$ cat config.mk
export PLATFORM = sky130hd
export DESIGN_NAME = frame_offset_meter
export DESIGN_NICKNAME = d
export VERILOG_FILES = /design/src/rtl/fom_pkg.sv /design/src/rtl/fom_arm.sv /design/src/rtl/fom_seq.sv /design/src/rtl/fom_count.sv /design/src/rtl/frame_offset_meter.sv
export SDC_FILE = /design/constraint.sdc
export NUM_CORES = 1
export LEC_CHECK = 0
export BUFFER_PORTS_ARGS = -buffer_cell sky130_fd_sc_hd__buf_4
export CORE_MARGIN = 1
export CORE_UTILIZATION = 30
export DETAILED_ROUTE_END_ITERATION = 7
export GPL_ROUTABILITY_DRIVEN = 0
export PLACE_DENSITY = 0.47
export SLEW_MARGIN = 5
export SYNTH_ARGS = -nofsm -noshare
export SYNTH_HDL_FRONTEND = slang
export SYNTH_SLANG_ARGS = --single-unit
$ cat constraint.sdc
create_clock -name clk -period 1.57 [get_ports clk]
set_input_delay 0.2355 -clock clk [delete_from_list [all_inputs] [get_ports clk]]
set_output_delay 0.2355 -clock clk [all_outputs]
set_load 0.05 [all_outputs]
$ cat src/rtl/fom_pkg.sv
package fom_pkg;
    typedef enum logic [1:0] {
        ST_IDLE      = 2'd0,
        ST_WAIT_OPEN = 2'd1,
        ST_WINDOW    = 2'd2,
        ST_DONE      = 2'd3
    } fom_state_e;
endpackage

$ cat src/rtl/fom_arm.sv
// Tracks how long the start bit has been low; grants a start on a rise
// only when the low time covered a full frame.
module fom_arm #(
    parameter int FRAME_LEN = 2048
) (
    input  logic clk,
    input  logic rst_n,
    input  logic start_i,
    output logic go_o
);
    localparam int LW = $clog2(FRAME_LEN + 1);
    localparam logic [LW-1:0] ARM_LIMIT = LW'(FRAME_LEN);

    typedef struct packed {
        logic [LW-1:0] low_cnt;
    } arm_reg_t;

    arm_reg_t r_d, r_q;

    always_comb begin
        r_d = r_q;
        if (start_i) begin
            r_d.low_cnt = '0;
        end else if (r_q.low_cnt != ARM_LIMIT) begin
            r_d.low_cnt = r_q.low_cnt + 1'b1;
        end
    end

    always_ff @(posedge clk or negedge rst_n) begin
        if (!rst_n) r_q <= '0;
        else        r_q <= r_d;
    end

    assign go_o = start_i && (r_q.low_cnt == ARM_LIMIT);

    AST_GO_AFTER_LOW: assert property (@(posedge clk) disable iff (!rst_n)
        go_o |-> $past(!start_i));
endmodule

$ cat src/rtl/fom_seq.sv
// Frame-boundary sequencer: wait for opening boundary, run the window,
// hold the result until the start bit drops.
module fom_seq
    import fom_pkg::*;
(
    input  logic clk,
    input  logic rst_n,
    input  logic go_i,
    input  logic start_i,
    input  logic boundary_i,
    output logic open_o,
    output logic in_window_o,
    output logic close_o,
    output logic done_o
);
    typedef struct packed {
        fom_state_e state;
    } seq_reg_t;

    seq_reg_t r_d, r_q;

    always_comb begin
        r_d = r_q;
        unique case (r_q.state)
            ST_IDLE: begin
                if (go_i) r_d.state = ST_WAIT_OPEN;
            end
            ST_WAIT_OPEN: begin
                if (!start_i)        r_d.state = ST_IDLE;
                else if (boundary_i) r_d.state = ST_WINDOW;
            end
            ST_WINDOW: begin
                if (!start_i)        r_d.state = ST_IDLE;
                else if (boundary_i) r_d.state = ST_DONE;
            end
            ST_DONE: begin
                if (!start_i) r_d.state = ST_IDLE;
            end
            default: r_d.state = ST_IDLE;
        endcase
    end

    always_ff @(posedge clk or negedge rst_n) begin
        if (!rst_n) r_q <= '{state: ST_IDLE};
        else        r_q <= r_d;
    end

    assign open_o      = (r_q.state == ST_WAIT_OPEN) && start_i && boundary_i;
    assign close_o     = (r_q.state == ST_WINDOW) && start_i && boundary_i;
    assign in_window_o = (r_q.state == ST_WINDOW);
    assign done_o      = (r_q.state == ST_DONE);

    AST_DONE_AFTER_CLOSE: assert property (@(posedge clk) disable iff (!rst_n)
        close_o |=> done_o);
    AST_FLAG_CLEARS: assert property (@(posedge clk) disable iff (!rst_n)
        (done_o && !start_i) |=> !done_o);
    AST_NO_EARLY_DONE: assert property (@(posedge clk) disable iff (!rst_n)
        $rose(done_o) |-> $past(in_window_o));
endmodule

$ cat src/rtl/fom_count.sv
// Window counter, first-pulse capture and result register.
module fom_count #(
    parameter int FRAME_LEN = 2048,
    parameter int OFS_W     = 12
) (
    input  logic             clk,
    input  logic             rst_n,
    input  logic             open_i,
    input  logic             in_window_i,
    input  logic             close_i,
    input  logic             eval_i,
    output logic [OFS_W-1:0] result_o
);
    localparam logic [OFS_W-1:0] NO_HIT   = '1;
    localparam logic [OFS_W-1:0] FRAME_CW = OFS_W'(FRAME_LEN);

    typedef struct packed {
        logic [OFS_W-1:0] cnt;
        logic             hit;
        logic [OFS_W-1:0] cap;
        logic [OFS_W-1:0] result;
    } cnt_reg_t;

    cnt_reg_t r_d, r_q;

    always_comb begin
        r_d = r_q;
        if (open_i) begin
            r_d.cnt = OFS_W'(1);
            r_d.hit = eval_i;
            r_d.cap = '0;
        end else if (close_i) begin
            r_d.result = r_q.hit ? r_q.cap : NO_HIT;
        end else if (in_window_i) begin
            r_d.cnt = r_q.cnt + 1'b1;
            if (eval_i && !r_q.hit) begin
                r_d.hit = 1'b1;
                r_d.cap = r_q.cnt;
            end
        end
    end

    always_ff @(posedge clk or negedge rst_n) begin
        if (!rst_n) r_q <= '0;
        else        r_q <= r_d;
    end

    assign result_o = r_q.result;

    AST_CNT_IN_FRAME: assert property (@(posedge clk) disable iff (!rst_n)
        (in_window_i && !close_i) |-> (r_q.cnt != '0 && r_q.cnt < FRAME_CW));
    AST_RESULT_HOLD: assert property (@(posedge clk) disable iff (!rst_n)
        !close_i |=> $stable(result_o));
endmodule

$ cat src/rtl/frame_offset_meter.sv
module frame_offset_meter #(
    parameter int FRAME_LEN = 2048,
    parameter int OFS_W     = 12
) (
    input  logic             clk,
    input  logic             rst_n,
    input  logic             master_fp,
    input  logic             eval_fp,
    input  logic             start_meas,
    output logic             meas_done,
    output logic [OFS_W-1:0] meas_offset
);
    logic go, win_open, in_window, win_close;

    fom_arm #(.FRAME_LEN(FRAME_LEN)) u_arm (
        .clk     (clk),
        .rst_n   (rst_n),
        .start_i (start_meas),
        .go_o    (go)
    );

    fom_seq u_seq (
        .clk         (clk),
        .rst_n       (rst_n),
        .go_i        (go),
        .start_i     (start_meas),
        .boundary_i  (master_fp),
        .open_o      (win_open),
        .in_window_o (in_window),
        .close_o     (win_close),
        .done_o      (meas_done)
    );

    fom_count #(.FRAME_LEN(FRAME_LEN), .OFS_W(OFS_W)) u_cnt (
        .clk         (clk),
        .rst_n       (rst_n),
        .open_i      (win_open),
        .in_window_i (in_window),
        .close_i     (win_close),
        .eval_i      (eval_fp),
        .result_o    (meas_offset)
    );

    AST_CANCEL_KEEPS_RESULT: assert property (@(posedge clk) disable iff (!rst_n)
        (!meas_done && !start_meas) |=> $stable(meas_offset));
endmodule

Word-level counts from Yosys, hierarchy flattened
Index checks and enable logic that the tools add are counted.

word-level totals
  register bits after elaboration = 51
  input port bits = 5
  word-level logic and storage cells = 48

cells by class
  reductions and logical operators = 15
  muxes and demuxes = 14
  $add $sub $neg = 2
  bitwise gates (word level) = 1
  eq/ne operators = 10

operator list
  operator                                             number
  two-way mux 25 bit                                   3
  two-way mux 12 bit                                   3
  adder 12 x 1 -> 12 bit, second input constant        2
  two-way mux 13 bit                                   1
  equality test 12 bit, second input constant          1
  two-way mux 2 bit                                    6
  != test 12 bit, second input constant                1
  case mux 2 bit (4 select lines)                      1
  logical AND 1 bit                                    6
  != test 3 bit, second input constant                 2
  nonzero test 2 bit                                   3
  equality test 2 bit, second input constant           2
  != test 2 bit, second input constant                 2
  AND reduction 2 bit                                  2
  AND reduction 4 bit                                  1
  AND reduction 3 bit                                  1
  equality test 2 x 1 -> 1 bit, second input constant  1
  zero test 2 bit                                      1
  != test 2 x 1 -> 1 bit, second input constant        1
  zero test 1 bit                                      1
  inverter 1 bit                                       1

Longest topological paths before layout
Gate-level depths: netlist (run 1).

  depth in word-level cells = 6
  depth in mapped cells = 7

Modules after synthesis
Synthesis (run 1) repeated with hierarchy kept, for this count alone.

second synthesis, totals
  cell total of the unflattened synthesis = 235
  area total of the unflattened synthesis = 2421.1 um^2

modules (own cells, without submodules)
  module     times used  seq. area each (um^2)  cells each  area each (um^2)
  fom_count  1           925.9                  155         1641.6
  fom_arm    1           300.3                  69          663.1
  fom_seq    1           50.0                   11          116.4

Least setup slack after synthesis (run 1)
Ideal clock, no wire load.

  kind = flip-flop to flip-flop
  start point = register u_seq.r_q[1] (netlist bit)
  end point = register u_cnt.r_q[32] (netlist bit)
  required time = 1492 ps
  setup time = 78 ps
  arrival = 1479 ps
  buffers on the path = 1
  path slack = 13 ps
  cell stages (with the launch flop) = 6
  cell sequence = dfrtp_1 -> and4b_1 -> buf_4 -> a21oi_4 -> or4_1 -> a21oi_1

on the way
  cells in the longest elaborated chain, start to end = 5

ends and longest elaborated chain
  what                                                                           RTL line                                     text
  from (decl)                                                                    fom_seq.sv:20                                seq_reg_t r_d, r_q;
  from (signal assigned)                                                         fom_seq.sv:44                                if (!rst_n) r_q <= '{state: ST_IDLE};
  from (signal assigned)                                                         fom_seq.sv:45                                else r_q <= r_d;
  equality test 2 bit / equality test 2 x 1 -> 1 bit (equally long branches)     fom_seq.sv:49, fom_seq.sv:50, fom_seq.sv:48
  logical AND 1 bit (on tied branches) (2 in a row)                              fom_seq.sv:49, fom_seq.sv:48
  != test 2 x 1 -> 1 bit (no line) / nonzero test 2 bit (equally long branches)  n/a
  AND reduction 2 bit (no line)                                                  n/a
  to (signal assigned)                                                           fom_count.sv:45                              else r_q <= r_d;
  to (decl)                                                                      fom_count.sv:24                              cnt_reg_t r_d, r_q;

Several ways; a longest one is shown, not always the timed one.
A chain may end at the register's enable or synchronous reset.

Worst setup path in the final report (run 1)
  start point = register u_seq.r_q[1] (netlist bit)
  end point = register u_cnt.r_q[31] (netlist bit)

Same word-level chain as after synthesis.

==> impl_metrics.py, run 1 <==
metrics = {
    "critical_path": {
        "worstPathArrival_ns": 1.82,
        "endpoint_kind": "register",
        "critPathKind": "reg2reg",
        "slowest_delay_ns": 0.53,
        "slowest_stage": "or4_4",
        "start_kind": "register",
        "worst_ep_required_time_ns": 1.81,
        "cp_max_fo": 7,
        "crit_chain": "and4b_2, a21oi_4, or4_4, a21oi_2",
    },
    "logic_synthesis": {
        "synth_compound_area_share_pct": 14.1,
        "synth_edf_count": 0,
        "synthMuxAreaShare_pct": 1.58,
        "synth_xor_area_share_pct": 2.43,
        "synthAdderAreaFrac_pct": 1.49,
        "yosys_warnings": 0,
        "synth_area_mm2": 0.00253,
        "synth_top_family_by_area": "simple AND/OR/NAND/NOR gates",
        "netlist_top_cells_area": "dfrtp_1 51%, o21ai_0 5.7%, a21oi_1 4.4%, nor2b_1 4.2%, buf_4 4.2%",
        "ys_seq_area_share_pct": 50.5,
        "synthSimpleGateAreaFrac_pct": 22.9,
        "synth.distinct_cells": 34,
        "synth.largest_area_cell": "dfrtp_1",
        "synthFlopType": "dfrtp_1",
        "avgSynthCellArea_um2": 9.50,
        "netlist.area_leader.share_pct": 50.5,
        "synthCells": 266,
        "syn-num-nets": 274,
        "synthTopCellsByCount": "51 x dfrtp_1, 29 x o21ai_0, 28 x nand2_1",
        "async_flop_share_pct": 100,
        "synth_seq_cells": 51,
        "yosys.cell_count.top_type": "dfrtp_1",
    },
    "grt": {
        "grt_pass1_vias": 1763,
        "overflow": 0,
        "grt_start_max_net_pins": 52,
        "antenna_found_initial": 0,
        "grt.total_usage_pct": 12.9,
        "grt_pass1_wl_um": 8870,
    },
    "floorplan": {
        "rows": 33,
        "dieArea_mm2": 0.00879,
        "fp.dieH_um": 93.8,
        "num_io_pins": 18,
        "start_util_pct": 30.9,
        "core_mm2": 0.00818,
        "die_x_um": 93.8,
    },
    "final_layout": {
        "drive_gt1_share_pct": 27.7,
        "antenna_cells": 0,
        "areaGrowthSynthToFinish_pct": 24.3,
        "fillers": 838,
        "fin_area_mm2": 0.00314,
        "utilization_pct": 38.4,
        "final_nets": 303,
    },
    "timing": {
        "skew_ns": 0.00858,
        "fmax_mhz": 633,
        "finalSetupViolCount": 2,
        "slew_viol_final": 0,
        "setup_tns_ns": -0.0204,
        "worst_slew_pin_slew_ns": 0.667,
        "slew-limit-headroom_pct": 55.5,
        "worst_slack_ns": -0.0110,
        "rsz0062_at_grt": "true",
        "period_share_pct": 101,
        "period_needed_ns": 1.58,
        "report.final.hold_viol_count": 0,
    },
    "power_and_ir_drop": {
        "power.leakage_nw": 1.34,
        "power.density_mw_per_mm2": 839,
        "ir_drop_mv": 0.315,
    },
    "cts": {
        "cts_tree": "built",
        "htree_levels": 2,
        "cts_buffers": 5,
        "clk_pin_slew_worst_paths_ns": 0.10,
        "cts.sinks": 51,
        "clock_path_buffers": 2,
        "cts_root_buf": "clkbuf_8",
        "clkLatencyLatePin_ns": 0.30,
    },
    "flow_run": {
        "maxCapViolCount": 0,
    },
    "drt": {
        "routed_wl_um": 5450,
        "drtAntennaViolNets": 0,
        "drt_iter0_markers": 78,
        "routedWlPerCell_um": 13.6,
        "route.vias.total": 1955,
        "drtPass1Iterations": 4,
        "drc_errors": 0,
        "vias_per_cell": 4.88,
    },
    "run_status": {
        "violations": "setup timing",
        "status": "complete, but fails checks",
    },
    "min_path": {
        "hp-class": "in2reg",
    },
    "place": {
        "dpl.hpwl_um": 3570,
        "port_buffers": 17,
        "dpl_cell_area_mm2": 0.00282,
    },
}
==> layer usage <==
| metal | GRT usage [%] | wire length [um] |
|---|---|---|
| met2 | 19.6 | 2480 |
| met5 | 0 | 0 |
| met1 | 18.3 | 2720 |
| met4 | 4.74 | 100 |
| met3 | 2.18 | 148 |
==> critical path, delay by kind of cell, from the launching register on <==
kind             cells  cell delay (ns)
AO/OA/AOI/OAI        2             0.21
AND/OR/NAND/NOR      2             0.90
flip-flops           1             0.41
==> registers in the layout, summed over array words and instances (netlist names) <==
name and cells:
u_arm.r_q 12, u_cnt.r_q 25, u_cnt.result_o 12, u_seq.r_q 2
==> cell families after synthesis <==
family / count (synthesis)
xor gates and xnor gates: 7
DFF: 51
and+or+nand+nor: 108
muxes: 4
buffers and inverters: 30
AOI/OAI and AO/OA: 63
adders and majority gates: 3
==> per-stage QoR <==
stage | std cells | hold WS (ns) | total power [mW] | setup WS, ns
after detailed placement | 387 | 0.318 | 1.70 | -0.0315
after global routing | 401 | 0.144 | 2.77 | -0.0598
after CTS | 396 | 0.147 | 2.67 | -0.00934
final | 401 | 0.159 | 2.63 | -0.0110
after global placement | 387 | 0.318 | 1.70 | 0.000430
after floorplan | 266 | -0.0601 | 1.60 | 0.0129
==> final cells by class <==
type	count	area (um2)	area share, %
timing repair buffer	45	364	11.6
clock inverter	3	47.5	1.51
multi-input combinational	186	1230	39.1
sequential	51	1280	40.7
clock buffer	5	68.8	2.19
inverter	6	22.5	0.717
tap	105	131	4.18
==> cells in the final DEF, fill, tap and decap left out, types with 3 or more instances in the layout <==
cell type | synthesis | routed
a21oi_1 | 22 | 14
a21oi_2 | 0 | 8
and2_1 | 3 | 3
buf_4 | 14 | 40
buf_6 | 1 | 3
clkbuf_8 | 0 | 5
dfrtp_1 | 51 | 51
ha_1 | 3 | 3
inv_1 | 6 | 6
mux2i_1 | 4 | 4
nand2_1 | 28 | 28
nand2b_1 | 3 | 3
nand3_1 | 15 | 13
nand4_1 | 7 | 7
nor2_1 | 10 | 9
nor2b_1 | 17 | 16
nor3_1 | 5 | 5
o21ai_0 | 29 | 28
o31ai_1 | 8 | 5
o31ai_2 | 0 | 3
or3_1 | 5 | 3
or4_4 | 0 | 6
xnor2_1 | 5 | 5
==> timing repair <==
| item | in CTS | in global routing |
|---|---|---|
| resized for setup | 4 | 34 |
| endpoints found under the setup margin | 11 | 26 |
| gates cloned | 0 | 2 |
| hold buffers | 1 | 0 |
| endpoints found under the hold margin | 51 | 0 |
| pin swaps | 1 | 16 |
| setup buffers | 0 | 3 |
==> path summary, 6_finish.rpt <==
check | from | end | slack, ns | cells after the start
max | u_seq.r_q[1] | u_cnt.r_q[31] | -0.01 | 4
min | eval_fp | u_cnt.r_q[24] | 0.16 | 2
max reg2reg | u_seq.r_q[1] | u_cnt.r_q[31] | -0.01 | 4
min reg2reg | u_cnt.result_o[9] | u_cnt.result_o[9] | 0.49 | 2
max in group asynchronous | rst_n | u_cnt.result_o[6] | 0.61 | 2
min in group asynchronous | rst_n | u_cnt.result_o[2] | 0.50 | 2
==> power by group <==
part / internal, mW / switching, mW / total (mW)
clock network: 0.484 / 0.463 / 0.947
logic: 0.121 / 0.190 / 0.312
registers: 1.35 / 0.0251 / 1.37
(Power assumes the default switching activity.)
==> inputs of run 2 (changes only) <==
--- a/config.mk
+++ b/config.mk
@@ -5,9 +5,11 @@
 export SDC_FILE = /design/constraint.sdc
 export NUM_CORES = 1
 export LEC_CHECK = 0
+export ABC_CLOCK_PERIOD_IN_PS = 1570
 export BUFFER_PORTS_ARGS = -buffer_cell sky130_fd_sc_hd__buf_4
 export CORE_MARGIN = 1
 export CORE_UTILIZATION = 30
+export CTS_BUF_LIST = sky130_fd_sc_hd__clkbuf_16
 export DETAILED_ROUTE_END_ITERATION = 7
 export GPL_ROUTABILITY_DRIVEN = 0
 export PLACE_DENSITY = 0.47
==> run 2 against run 1 <==
  * Sequential share of layout area is essentially flat
  * Cell count shrank 0.50%
  * The flow finishes with violations (hold timing, setup timing)
  * Non-clock buffer count shrank 2
  * Largest cell class unchanged
  * Clock power grew 32%
  * Largest power group unchanged
==> impl_metrics.py, run 2 (same netlist as run 1, synthesis figures left out) <==
metrics = {
    "run_status": {
        "status": "complete, but fails checks",
        "violations": "hold timing, setup timing",
    },
    "grt": {
        "grt_pass1_wl_um": 8880,
        "antenna_found_initial": 0,
        "grt.total_usage_pct": 12.9,
        "grt_start_max_net_pins": 52,
        "overflow": 0,
        "grt_pass1_vias": 1778,
    },
    "drt": {
        "routedWlPerCell_um": 13.5,
        "vias_per_cell": 4.88,
        "drc_errors": 0,
        "routed_wl_um": 5400,
        "drt_iter0_markers": 75,
        "drtAntennaViolNets": 0,
        "drtPass1Iterations": 4,
        "route.vias.total": 1947,
    },
    "floorplan": {
        "num_io_pins": 18,
        "die_x_um": 93.8,
        "rows": 33,
        "core_mm2": 0.00818,
        "fp.dieH_um": 93.8,
        "dieArea_mm2": 0.00879,
        "start_util_pct": 30.9,
    },
    "min_path": {
        "hp-class": "in2async",
    },
    "final_layout": {
        "antenna_cells": 0,
        "largest-register": "u_cnt.r_q",
        "final_nets": 301,
        "seqCellArea_mm2": 0.00128,
        "multi_input_area_mm2": 0.00120,
        "utilization_pct": 38.4,
        "drive_gt1_share_pct": 25.9,
        "final_common_cell": "dfrtp_1",
        "areaGrowthSynthToFinish_pct": 24.4,
        "final_cell_mix": "51 x dfrtp_1, 39 x buf_4, 29 x o21ai_0",
        "fillers": 840,
        "fin_cells": 399,
        "largest_reg_flops": 25,
    },
    "cts": {
        "cts_root_buf": "clkbuf_16",
        "cts_tree": "built",
        "cts_buffers": 5,
        "clock_path_buffers": 2,
        "cts.sinks": 51,
        "clk_pin_slew_worst_paths_ns": 0.07,
        "clkLatencyLatePin_ns": 0.29,
        "htree_levels": 2,
    },
    "timing": {
        "setup_tns_ns": -0.000528,
        "slew_viol_final": 0,
        "skew_ns": 0.00854,
        "report.final.hold_viol_count": 23,
        "period_share_pct": 100,
        "fmax_mhz": 637,
        "worst_slew_pin_slew_ns": 0.674,
        "worst_slack_ns": -0.000528,
        "slew-limit-headroom_pct": 55.1,
        "period_needed_ns": 1.57,
        "finalSetupViolCount": 1,
        "rsz0062_at_grt": "true",
        "holdWs_ns": -0.0342,
    },
    "place": {
        "dp.cells": 387,
        "port_buffers": 17,
        "dpl.hpwl_um": 3570,
    },
    "critical_path": {
        "r2r_slack_ns": -0.0005,
        "critPathKind": "reg2reg",
        "endpoint_kind": "register",
        "cp_max_fo": 7,
        "worstPathArrival_ns": 1.79,
        "r2r-start": "u_seq.r_q[1]",
        "worst_ep_required_time_ns": 1.79,
        "worst_r2r_path_depth": 4,
        "start_kind": "register",
        "worst_r2r_endpoint": "u_cnt.r_q[31]",
    },
    "power_and_ir_drop": {
        "power_mw": 2.93,
        "power.density_mw_per_mm2": 932,
        "ir_drop_mv": 0.451,
        "power.leakage_nw": 1.33,
    },
    "flow_run": {
        "maxCapViolCount": 0,
    },
}
run 2: changes by cell type in the layout (fill, tap and decap cells not counted), sizes merged:
cell         previous run  this run
dlygate4sd3             1         0
buf                    44        43
run 2: how the worst max path moves through the flow:
| stage | startpoint | end | slack [ns] | cells past startpoint |
|---|---|---|---|---|
| 3_5_place_dp | u_seq.r_q[1] | u_cnt.r_q[18] | -0.03 | 5 |
| 5_1_grt | u_seq.r_q[1] | u_cnt.r_q[31] | -0.05 | 4 |
| 2_1_floorplan | u_seq.r_q[1] | u_cnt.r_q[32] | 0.01 | 5 |
| 6_report | u_seq.r_q[1] | u_cnt.r_q[31] | -0.0005 | 4 |
| 3_3_place_gp | u_arm.r_q[0] | u_seq.r_q[0] | 0.0004 | 6 |
| 4_1_cts | u_seq.r_q[0] | u_cnt.r_q[18] | -0.0007 | 5 |
run 2: worst max-delay path, stage by stage, from the launching register on:
cell and delay (ns):
dfrtp_1 0.39, and4b_2 0.37, a21oi_4 0.08, or4_4 0.52
a21oi_2 0.13
run 2: through the flow:
stage               instance area (um2)  setup slack (ns)
floorplan                          2530            0.0129
global placement                   2820          0.000430
detailed placement                 2820           -0.0315
CTS                                3010         -0.000722
global route                       3140           -0.0467
finish                             3140         -0.000528
run 2: repair_timing:
action                                  in CTS  in global routing
setup buffers                                0                  2
resized for setup                            6                 23
gates cloned                                 0                  2
hold buffers                                 0                  0
pin swaps                                    0                 17
endpoints found under the setup margin      10                 26
run 2: per-layer routing:
| metal | up-vias | track usage (%) | share of wire (%) |
|---|---|---|---|
| met3 | 4 | 2.18 | 2.4 |
| met5 | - | 0 | 0 |
| met2 | 40 | 19.9 | 45 |
| met4 | 0 | 4.23 | 1.4 |
| met1 | 918 | 18.3 | 51 |
| li1 | 985 | - | - |
run 2: report_power, final:
| group | internal [mW] | switching (mW) |
|---|---|---|
| Sequential | 1.35 | 0.0249 |
| Clock | 0.761 | 0.491 |
| Combinational | 0.114 | 0.187 |
| Total | 2.22 | 0.702 |
run 2: cell type report:
class | instances | area share [%]
Sequential cell | 51 | 40.6
Multi-Input combinational cell | 186 | 38.2
Timing Repair Buffer | 43 | 10.8
Tap cell | 105 | 4.18
Clock buffer | 5 | 3.98
Clock inverter | 3 | 1.51
Inverter | 6 | 0.717
